## src/rtl/cam_seq_pkg.sv

```systemverilog
package cam_seq_pkg;

  typedef enum logic [1:0] {
    ST_IDLE,
    ST_FRAMES,
    ST_DELAY,
    ST_ACTIVE
  } seq_state_e;

  localparam int NUM_CH = 3;

  localparam int ADDR_CTRL   = 0;
  localparam int ADDR_DIV    = 1;
  localparam int ADDR_ENSET  = 2;
  localparam int ADDR_SWTRIG = 3;

  localparam int CH_STRIDE   = 4;
  localparam int OFF_FRAMES  = 0;
  localparam int OFF_DELAY   = 1;
  localparam int OFF_LENGTH  = 2;

  localparam int CTRL_SRC_INT  = 0;
  localparam int CTRL_POL_STRB = 1;
  localparam int CTRL_POL_SHUT = 2;
  localparam int CTRL_POL_GRST = 3;

endpackage

```

## src/rtl/cam_seq_tick_div.sv

```systemverilog
module cam_seq_tick_div #(
  parameter int DIV_W = 9
) (
  input  logic             clk,
  input  logic             rst_n,
  input  logic [DIV_W-1:0] div_i,
  input  logic             restart_i,
  output logic             tick_o
);

  logic [DIV_W-1:0] phase_q;
  logic [DIV_W-1:0] last_phase;

  assign last_phase = div_i - DIV_W'(1);
  assign tick_o     = (div_i != '0) && (phase_q >= last_phase);

  always_ff @(posedge clk) begin
    if (!rst_n) begin
      phase_q <= '0;
    end else if (restart_i || div_i == '0) begin
      phase_q <= '0;
    end else if (phase_q >= last_phase) begin
      phase_q <= '0;
    end else begin
      phase_q <= phase_q + DIV_W'(1);
    end
  end

  // two ticks never land on adjacent cycles when the divisor exceeds one
  assert_tick_spacing_R10: assert property (@(posedge clk) disable iff (!rst_n)
    (tick_o && div_i > DIV_W'(1) && !restart_i) |=> !tick_o);

endmodule

```

## src/rtl/cam_seq_trig.sv

```systemverilog
module cam_seq_trig (
  input  logic clk,
  input  logic rst_n,
  input  logic src_int_i,
  input  logic sw_fire_i,
  input  logic ext_i,
  input  logic vsync_i,
  input  logic pol_i,
  output logic trig_o,
  output logic eof_o,
  output logic greset_o
);

  logic int_pulse_q;
  logic src_level;
  logic src_prev_q;
  logic vsync_prev_q;

  assign src_level = src_int_i ? int_pulse_q : ext_i;
  assign trig_o    = src_level & ~src_prev_q;
  assign eof_o     = vsync_prev_q & ~vsync_i;
  assign greset_o  = src_level ^ pol_i;

  always_ff @(posedge clk) begin
    if (!rst_n) begin
      int_pulse_q  <= 1'b0;
      src_prev_q   <= 1'b0;
      vsync_prev_q <= 1'b0;
    end else begin
      int_pulse_q  <= sw_fire_i;
      src_prev_q   <= src_level;
      vsync_prev_q <= vsync_i;
    end
  end

  // only a falling vsync edge may produce an end-of-frame event
  assert_eof_falling_R2: assert property (@(posedge clk) disable iff (!rst_n)
    eof_o |-> (!vsync_i && $past(vsync_i)));

  // a trigger is one cycle wide
  assert_trig_single_R7: assert property (@(posedge clk) disable iff (!rst_n)
    trig_o |=> !trig_o);

endmodule

```

## src/rtl/cam_seq_channel.sv

```systemverilog
module cam_seq_channel
  import cam_seq_pkg::*;
#(
  parameter int FRM_W = 8,
  parameter int CNT_W = 16
) (
  input  logic             clk,
  input  logic             rst_n,
  input  logic             en_i,
  input  logic             trig_i,
  input  logic             eof_i,
  input  logic             tick_i,
  input  logic [FRM_W-1:0] frames_i,
  input  logic [CNT_W-1:0] delay_i,
  input  logic [CNT_W-1:0] len_i,
  output logic             active_o,
  output logic             busy_o,
  output logic             done_o
);

  seq_state_e       state_q;
  logic [FRM_W-1:0] frm_q;
  logic [CNT_W-1:0] dly_q;
  logic [CNT_W-1:0] len_q;
  logic             arm;
  logic             zero_len;
  logic             pulse_end;

  assign arm       = trig_i && en_i && (state_q == ST_IDLE);
  assign zero_len  = (len_i == '0);
  assign pulse_end = (state_q == ST_ACTIVE) && tick_i && (len_q == CNT_W'(1));
  assign done_o    = (arm && zero_len) || pulse_end;
  assign active_o  = (state_q == ST_ACTIVE);
  assign busy_o    = (state_q != ST_IDLE);

  always_ff @(posedge clk) begin
    if (!rst_n) begin
      state_q <= ST_IDLE;
      frm_q   <= '0;
      dly_q   <= '0;
      len_q   <= '0;
    end else begin
      unique case (state_q)
        ST_IDLE: begin
          if (arm && !zero_len) begin
            frm_q <= frames_i;
            dly_q <= delay_i;
            len_q <= len_i;
            if (frames_i != '0)     state_q <= ST_FRAMES;
            else if (delay_i != '0) state_q <= ST_DELAY;
            else                    state_q <= ST_ACTIVE;
          end
        end
        ST_FRAMES: begin
          if (eof_i) begin
            if (frm_q == FRM_W'(1)) begin
              state_q <= (dly_q != '0) ? ST_DELAY : ST_ACTIVE;
            end else begin
              frm_q <= frm_q - FRM_W'(1);
            end
          end
        end
        ST_DELAY: begin
          if (tick_i) begin
            if (dly_q == CNT_W'(1)) state_q <= ST_ACTIVE;
            else                    dly_q   <= dly_q - CNT_W'(1);
          end
        end
        ST_ACTIVE: begin
          if (tick_i) begin
            if (len_q == CNT_W'(1)) state_q <= ST_IDLE;
            else                    len_q   <= len_q - CNT_W'(1);
          end
        end
        default: state_q <= ST_IDLE;
      endcase
    end
  end

  assert_arm_busy_R1: assert property (@(posedge clk) disable iff (!rst_n)
    (trig_i && en_i && !busy_o && len_i != '0) |=> busy_o);

  assert_zero_len_idle_R5: assert property (@(posedge clk) disable iff (!rst_n)
    (trig_i && en_i && !busy_o && len_i == '0) |=> !busy_o);

  assert_frame_hold_R2: assert property (@(posedge clk) disable iff (!rst_n)
    (state_q == ST_FRAMES && !eof_i) |=> (state_q == ST_FRAMES && $stable(frm_q)));

  assert_delay_hold_R3: assert property (@(posedge clk) disable iff (!rst_n)
    (state_q == ST_DELAY && !tick_i) |=> (state_q == ST_DELAY && $stable(dly_q)));

  assert_len_hold_R4: assert property (@(posedge clk) disable iff (!rst_n)
    (active_o && !tick_i) |=> active_o);

  assert_disabled_idle_R11: assert property (@(posedge clk) disable iff (!rst_n)
    (!busy_o && !en_i) |=> !busy_o);

endmodule

```

## src/rtl/cam_strobe_seq.sv

```systemverilog
module cam_strobe_seq
  import cam_seq_pkg::*;
#(
  parameter int ADDR_W = 4,
  parameter int DATA_W = 32,
  parameter int FRM_W  = 8,
  parameter int CNT_W  = 16,
  parameter int DIV_W  = 9
) (
  input  logic              clk,
  input  logic              rst_n,
  input  logic              wr_en,
  input  logic [ADDR_W-1:0] wr_addr,
  input  logic [DATA_W-1:0] wr_data,
  input  logic              ext_greset_i,
  input  logic              vsync_i,
  output logic              prestrobe_o,
  output logic              strobe_o,
  output logic              shutter_o,
  output logic              greset_o,
  output logic [2:0]        ch_en_o,
  output logic [2:0]        ch_busy_o
);

  localparam int NCH = NUM_CH;

  logic             src_int_q;
  logic             pol_strb_q;
  logic             pol_shut_q;
  logic             pol_grst_q;
  logic [DIV_W-1:0] div_q;
  logic [NCH-1:0]   en_q;
  logic [NCH-1:0]   en_set;
  logic [NCH-1:0]   done;
  logic [NCH-1:0]   active;
  logic [NCH-1:0]   busy;
  logic [FRM_W-1:0] frames_q [NCH];
  logic [CNT_W-1:0] delay_q  [NCH];
  logic [CNT_W-1:0] len_q    [NCH];
  logic             wr_ctrl;
  logic             wr_div;
  logic             sw_fire;
  logic             trig;
  logic             eof;
  logic             tick;

  assign wr_ctrl = wr_en && (wr_addr == ADDR_W'(ADDR_CTRL));
  assign wr_div  = wr_en && (wr_addr == ADDR_W'(ADDR_DIV));
  assign sw_fire = wr_en && (wr_addr == ADDR_W'(ADDR_SWTRIG)) && wr_data[0];
  assign en_set  = (wr_en && wr_addr == ADDR_W'(ADDR_ENSET)) ? wr_data[NCH-1:0] : '0;

  always_ff @(posedge clk) begin
    if (!rst_n) begin
      src_int_q  <= 1'b0;
      pol_strb_q <= 1'b0;
      pol_shut_q <= 1'b0;
      pol_grst_q <= 1'b0;
      div_q      <= '0;
      en_q       <= '0;
    end else begin
      if (wr_ctrl) begin
        src_int_q  <= wr_data[CTRL_SRC_INT];
        pol_strb_q <= wr_data[CTRL_POL_STRB];
        pol_shut_q <= wr_data[CTRL_POL_SHUT];
        pol_grst_q <= wr_data[CTRL_POL_GRST];
      end
      if (wr_div) div_q <= wr_data[DIV_W-1:0];
      en_q <= (en_q & ~done) | en_set;
    end
  end

  cam_seq_tick_div #(.DIV_W(DIV_W)) u_div (
    .clk       (clk),
    .rst_n     (rst_n),
    .div_i     (div_q),
    .restart_i (wr_div),
    .tick_o    (tick)
  );

  cam_seq_trig u_trig (
    .clk       (clk),
    .rst_n     (rst_n),
    .src_int_i (src_int_q),
    .sw_fire_i (sw_fire),
    .ext_i     (ext_greset_i),
    .vsync_i   (vsync_i),
    .pol_i     (pol_grst_q),
    .trig_o    (trig),
    .eof_o     (eof),
    .greset_o  (greset_o)
  );

  for (genvar c = 0; c < NCH; c++) begin : g_ch
    localparam int BASE = CH_STRIDE * (c + 1);

    always_ff @(posedge clk) begin
      if (!rst_n) begin
        frames_q[c] <= '0;
        delay_q[c]  <= '0;
        len_q[c]    <= '0;
      end else if (wr_en) begin
        if (wr_addr == ADDR_W'(BASE + OFF_FRAMES)) frames_q[c] <= wr_data[FRM_W-1:0];
        if (wr_addr == ADDR_W'(BASE + OFF_DELAY))  delay_q[c]  <= wr_data[CNT_W-1:0];
        if (wr_addr == ADDR_W'(BASE + OFF_LENGTH)) len_q[c]    <= wr_data[CNT_W-1:0];
      end
    end

    cam_seq_channel #(.FRM_W(FRM_W), .CNT_W(CNT_W)) u_ch (
      .clk      (clk),
      .rst_n    (rst_n),
      .en_i     (en_q[c]),
      .trig_i   (trig),
      .eof_i    (eof),
      .tick_i   (tick),
      .frames_i (frames_q[c]),
      .delay_i  (delay_q[c]),
      .len_i    (len_q[c]),
      .active_o (active[c]),
      .busy_o   (busy[c]),
      .done_o   (done[c])
    );

    // an enable only falls when its channel finished a pulse or armed with zero length
    assert_en_self_clear_R8: assert property (@(posedge clk) disable iff (!rst_n)
      $fell(en_q[c]) |-> $past(done[c]));

    // a running pulse never outlives its enable
    assert_active_needs_busy_R4: assert property (@(posedge clk) disable iff (!rst_n)
      $fell(busy[c]) |-> !en_q[c] || $past(en_set[c]));
  end

  assign prestrobe_o = active[0] ^ pol_strb_q;
  assign strobe_o    = active[1] ^ pol_strb_q;
  assign shutter_o   = active[2] ^ pol_shut_q;
  assign ch_en_o     = en_q;
  assign ch_busy_o   = busy;

endmodule

```

## config.mk

```make
export PLATFORM = sky130hd
export DESIGN_NAME = cam_strobe_seq
export DESIGN_NICKNAME = d
export VERILOG_FILES = /design/src/rtl/cam_seq_pkg.sv /design/src/rtl/cam_seq_tick_div.sv /design/src/rtl/cam_seq_trig.sv /design/src/rtl/cam_seq_channel.sv /design/src/rtl/cam_strobe_seq.sv
export SDC_FILE = /design/constraint.sdc
export NUM_CORES = 1
export LEC_CHECK = 0
export BUFFER_PORTS_ARGS = -buffer_cell sky130_fd_sc_hd__buf_2
export CORE_UTILIZATION = 63
export CTS_CLUSTER_DIAMETER = 80
export DETAILED_ROUTE_END_ITERATION = 8
export PLACE_DENSITY_LB_ADDON = 0.1
export SYNTH_ARGS = -nofsm -noshare
export SYNTH_HDL_FRONTEND = slang
export SYNTH_SLANG_ARGS = --single-unit
```

## constraint.sdc

```tcl
create_clock -name clk -period 4.62 [get_ports clk]
set_clock_uncertainty 0.1 [all_clocks]
set_input_delay 0.462 -clock clk [delete_from_list [all_inputs] [get_ports clk]]
set_output_delay 0.462 -clock clk [all_outputs]
set_load 0.05 [all_outputs]
```

**Yosys cells after proc, flatten, opt, wreduce, memory -nomap -nowiden**

Memory sizes are Yosys's and may differ from the RTL's.
Cells that the tools add are included.

- Add/subtract/negate cells: 11
- Multiply operators: 0
- Div/mod/pow operators: 0
- $lt $le $gt $ge: 1
- Equal/unequal tests: 60
- Shift operators: 0
- Multiplexer cells: 117
- Bitwise gates (word level): 21
- Reduce and logical (&&, ||, !) cells: 74

Operator list:

| cell | count |
|---|---|
| 16-bit two-way mux | 24 |
| 16-bit case mux with 2 select lines | 6 |
| 16-bit by 1-bit equality test with 1-bit output (second input constant) | 6 |
| 8-bit two-way mux | 12 |
| 16-bit nonzero test | 6 |
| 16-bit by 1-bit subtractor with 16-bit output (second input constant) | 6 |
| 16-bit zero test | 3 |
| 2-bit two-way mux | 24 |
| 8-bit case mux with 2 select lines | 3 |
| 1-bit two-way mux | 44 |
| 2-bit inequality test (second input constant) | 22 |
| 4-bit AND reduction | 9 |
| 4-bit equality test (second input constant) | 6 |
| 8-bit by 1-bit equality test with 1-bit output (second input constant) | 3 |
| 1-bit logical AND | 24 |
| 2-bit case mux with 4 select lines | 3 |
| 2-bit nonzero test | 12 |
| 8-bit nonzero test | 3 |
| 8-bit by 1-bit subtractor with 8-bit output (second input constant) | 3 |
| 7-bit AND reduction | 3 |
| 2-bit by 1-bit inequality test with 1-bit output (second input constant) | 8 |
| 2-bit equality test (second input constant) | 6 |
| 4-bit by 3-bit equality test with 1-bit output (second input constant) | 3 |
| 9-bit by 1-bit adder with 9-bit output (second input constant) | 1 |
| other kinds (20) | 44 |

- Register bits after elaboration: 154
- Bits in latches: 0
- Memory bits (writable): 120
- ROM bits: 0
- Output and inout port bits: 10
- Memories: 3

Memory list:

| memory | depth | width | rd ports | clocked after Yosys merged registers in | wr ports | RTL line | RTL |
|---|---|---|---|---|---|---|---|
| delay_q | 3 | 16 | 3 | 0 | 3 | cam_strobe_seq.sv:38 | `logic [CNT_W-1:0] delay_q [NCH];` |
| len_q | 3 | 16 | 3 | 0 | 3 | cam_strobe_seq.sv:39 | `logic [CNT_W-1:0] len_q [NCH];` |
| frames_q | 3 | 8 | 3 | 0 | 3 | cam_strobe_seq.sv:37 | `logic [FRM_W-1:0] frames_q [NCH];` |

**Depth between registers and ports, before layout**

- Depth in word-level cells: 9
- Gate-level depth with buffers: 14
- Mapped depth without buffers: 12

**By module**

Synthesis repeated with hierarchy kept, for this count alone.

- Cell total of the unflattened synthesis: 1681
- Area, all modules: 15497.4 sq um

Modules (own cells, without submodules):

| module | times used | cells an instance | area an instance (sq um) | seq. area each (sq um) |
|---|---|---|---|---|
| cam_seq_channel at g_ch[0].u_ch ... | 2 | 414 | 3148.0 | 840.8 |
| cam_strobe_seq | 1 | 350 | 5245.0 | 3923.8 |
| cam_seq_channel at g_ch[2].u_ch | 1 | 406 | 3070.4 | 840.8 |
| cam_seq_tick_div | 1 | 87 | 774.5 | 180.2 |
| cam_seq_trig | 1 | 10 | 111.4 | 60.1 |

**Least setup slack after synthesis**

No wires, ideal clock.

- Kind: register to register
- From: register div_q[0]
- To: register g_ch[2].u_ch.dly_q[8]
- Library setup time: 132 ps
- Data arrival time: 2976 ps
- Required time: 4388 ps
- Slack: 1412 ps
- Stages on the path, launching flop included: 15
- Path buffers: 3
- Period minus slack after synthesis: 3208 ps
- Cells stage by stage: dfxtp_1 > inv_1 > ha_1 > and4_1 > clkbuf_1 > nor2_1 > ha_1 > a21oi_1 > o21ai_0 > a211oi_1 > buf_2 > buf_2 > nor2_1 > a222oi_1 > a21oi_1

- Word-level cells in the longest chain between the ends: 5
- Elaborated cells on any way between the ends: 6
- Those cells by class: 1 x add/sub; 1 x order compare; 1 x eq/ne; 3 x reduce/logical

RTL lines:

| element | RTL line | RTL |
|---|---|---|
| start, declared | cam_strobe_seq.sv:31 | `logic [DIV_W-1:0] div_q;` |
| start signal, assigned | cam_strobe_seq.sv:67 | `if (wr_div) div_q <= wr_data[DIV_W-1:0];` |
| 9-bit by 1-bit subtractor with 9-bit output | cam_seq_tick_div.sv:14 | `assign last_phase = div_i - DIV_W'(1);` |
| 9-bit >= comparator | cam_seq_tick_div.sv:15 | `assign tick_o = (div_i != '0) && (phase_q >= last_phase);` |
| 1-bit logical AND * | cam_seq_tick_div.sv:15 |  |
| 2-bit inequality test (no source line) * | -- |  |
| 4-bit AND reduction (no source line) * | -- |  |
| end signal, assigned | cam_seq_channel.sv:47 | `dly_q <= delay_i;` |
| end signal, assigned | cam_seq_channel.sv:66 | `else dly_q <= dly_q - CNT_W'(1);` |
| end, declared | cam_seq_channel.sv:23 | `logic [CNT_W-1:0] dly_q;` |

Mark *: on every way between the ends. The rest lies on a longest branch, timed or not.
A chain may end at the register's enable or synchronous reset.

**Worst setup path in the final report**

- From: register div_q[2]
- To: register g_ch[2].u_ch.dly_q[11]

Same word-level chain as after synthesis.

==> results.toml <==
[outcome]
status = "complete, no violations"

[critical_path]
cp-end-kind = "flop"
reg2reg_slack_ns = 0.87
worst_path_largest_cell_delay_ns = 0.53
cp_data_arrival_time_ns = 4.05
critPathTopFamily = "compound AO/OA/AOI/OAI gates"
crit_required_ns = 4.92
slowest_stage = "a211o_1"
reg2reg_to = "g_ch[2].u_ch.dly_q[11]$_SDFFE_PN0P_"
r2r-start = "div_q[2]$_SDFFE_PN0P_"
rr_worst_depth = 11
crit_chain = "nor2_1 -> nand3_1 -> nor4_1 -> xnor2_1 -> ha_1 -> nand2_1 -> o21ai_0 -> a211o_1 -> nand3_1 -> o311ai_0 -> a21oi_1"
crit_type = "flop to flop"
startpoint_type = "flop"
cp_max_fo = 12
worst_path_most_repeated_cell = "nand3_1"
path_buf_inv = 0

[power_and_ir_drop]
irDropWorstVdd_mv = 0.4554
p_leak_nw = 6.067
power_density_nw_per_um2 = 408.9

[clocking]
cts_buffer_depth = 3
ctsResizeCount = 0
cts_hold_buf = 0
cts_sinks = 274
clock_latency_ns = 0.55
post_cts_buffers = 0
cts_made_buffers = 30
path_clk_slew_ns = 0.06
h-tree-depth = 1
cts_tree = "yes"
cts_root_buf = "clkbuf_16"

[logic_synthesis]
synth_cell_types = 83
synth-edff-count = 120
synth_ff_type = "dfxtp_1"
synth_area_leaders = "edfxtp_1, dfxtp_1, and2_1, nand2_1, ha_1"
synth_top_area_cell = "edfxtp_1"
synthCells = 1676
syn_nets = 1758
synthesis.area_um2 = 15110
ys_seq_area_share_pct = 44.26
yosys_register_bits = 274
synth_async_sr_flop_share_pct = 0
synth_top_cell_area_share_pct = 23.85
yosysWarningCount = 0
avgSynthCellArea_um2 = 9.014

[grt]
track_usage_pct = 33.05
grt_first_pass_wirelength_mm = 63.32
antenna_found_initial = 5
grt_start_max_net_pins = 71
grt_pass1_vias = 11910
grt_overflow = 0

[sta]
maxSlewHeadroom_pct = 18.67
clock.fmax_mhz = 267.0
finalCritPeriodShare_pct = 81.07
setup_violations = 0
rsz0062_at_grt = "false"
tightest_slew_ns = 1.207
setup_tns_ns = 0
fin_worst_hold_slack_ns = 0.04287
hold_viol = 0
min_period_ns = 3.746
final_max_slew_viol_count = 0

[final_layout]
nets = 1748
drive_gt1_share_pct = 8.876
post_layout_nonfiller_instances = 2012
area_delta_synth_final_pct = 9.558
utilization_pct = 70.51
fillers = 1812
mostFrequentLayoutCells = "nand2_1, dfxtp_1, and2_1"
layout_commonest_cell = "nand2_1"

[floorplan]
coreArea_um2 = 23470
rows = 56
die_height_um = 156.9
initial_utilization_pct = 64.36
fp.dieW_um = 156.9
io_pins = 51
die-area_um2 = 24600

[routing]
via_per_inst = 6.559
first_pass_iters = 6
wirelength_mm = 40.69
drtIter0Drc = 1305
ant_nets = 0
drc_errors = 0
vias = 13200
wl_per_cell_um = 20.22

[placement]
dp_hpwl_mm = 27.28
dp.cells = 1953
port_buffers = 34
gp_congestion = 0.9443

[worst_hold_path]
holdPathEnd = "u_trig.vsync_prev_q$_SDFF_PN0_"
holdPathStages = 2
min-delay-start = "vsync_i"
hold_class = "primary input to flop"

[flow_run]
cap_violations = 0
[worst max path at each step]
| stage | startpoint | to | slack (ns) | depth (start not counted) |
|---|---|---|---|---|
| finish | div_q[2]$_SDFFE_PN0P_ | g_ch[2].u_ch.dly_q[11]$_SDFFE_PN0P_ | 0.87 | 11 |
| floorplan | div_q[0]$_SDFFE_PN0P_ | g_ch[2].u_ch.dly_q[8]$_SDFFE_PN0P_ | 1.41 | 14 |
| global placement | div_q[0]$_SDFFE_PN0P_ | g_ch[1].u_ch.dly_q[5]$_SDFFE_PN0P_ | 1.06 | 13 |
| global route | div_q[2]$_SDFFE_PN0P_ | g_ch[2].u_ch.dly_q[11]$_SDFFE_PN0P_ | 0.60 | 11 |
| CTS | div_q[2]$_SDFFE_PN0P_ | g_ch[2].u_ch.dly_q[11]$_SDFFE_PN0P_ | 0.99 | 11 |
| detailed placement | div_q[0]$_SDFFE_PN0P_ | g_ch[1].u_ch.dly_q[5]$_SDFFE_PN0P_ | 1.0 | 13 |
[per-layer routing]
metal / wire length (um) / GRT usage (%) / part of all wire, %
met5: 10 / 0 / 0.025
met4: 1399 / 12.04 / 3.4
met3: 3779 / 5.151 / 9.3
met2: 18550 / 52.68 / 46
met1: 16950 / 45.45 / 42
[through the flow]
stage / worst slack (ns) / area, um2 / total power, mW
finish: 0.8745 / 16550 / 6.768
detailed placement: 0.9995 / 15450 / 4.153
global placement: 1.055 / 15450 / 4.128
global route: 0.5951 / 16550 / 7.026
CTS: 0.9854 / 16540 / 6.758
floorplan: 1.412 / 15110 / 3.808
[where the power goes]
| group | switching, mW | internal, mW | total [mW] |
|---|---|---|---|
| Sequential | 0.138 | 2.69 | 2.82 |
| Combinational | 0.891 | 0.426 | 1.32 |
| Clock | 0.986 | 1.64 | 2.63 |
| Total | 2.02 | 4.75 | 6.77 |
[cell usage after synthesis, types with 14 or more instances]
cell      instances
nand2_1         157
dfxtp_1         154
and2_1          127
edfxtp_1        120
nor2_1          110
a21oi_1          95
o21ai_0          93
clkbuf_1         73
inv_1            70
nand3_1          62
nor4_1           52
nor3_1           45
ha_1             41
mux2i_1          33
o211ai_1         30
nor2b_1          25
or3_1            22
nand4_1          21
a31oi_1          18
o22ai_1          18
o311ai_0         18
o32ai_1          16
and3_1           14
[worst register-to-register path: cells and delay by family, from the launching register on]
family | cells | cell delay, ns
flip-flops | 1 | 0.34
XOR/XNOR | 1 | 0.12
AND/OR/NAND/NOR | 5 | 1.25
AO/OA/AOI/OAI | 4 | 1.49
adder cells (fa/ha/maj) | 1 | 0.30
[area by class of cell]
class                      count  area [um2]  share of cell area [%]
timing repair buffer          56       337.8                   2.041
clock buffer                  36       814.5                   4.921
sequential                   274        6686                   40.40
antenna                        3       7.507                 0.04536
inverter                      70       264.0                   1.595
multi-input combinational   1234        7762                   46.90
clock inverter                20       279.0                   1.686
tap                          319       399.1                   2.412
[flip-flops by register name, summed over array words and instances (netlist names), 3 cells and up]
name / cells
ch_en_o: 3
delay_q: 48
div_q: 9
frames_q: 24
g_ch.u_ch.dly_q: 48
g_ch.u_ch.frm_q: 24
g_ch.u_ch.len_q: 48
g_ch.u_ch.state_q: 6
len_q: 48
u_div.phase_q: 9
[cells by family after synthesis]
kind of cell	after synthesis	share of synthesized area, %
flip-flops	274	44.26
multiplexers	40	2.733
AO/OA/AOI/OAI	428	19.37
AND/OR/NAND/NOR	708	24.81
adder cells (fa/ha/maj)	41	3.396
buffers and inverters	168	4.439
XOR/XNOR	17	0.9856
No activity file was read; power rests on OpenSTA's default activity.
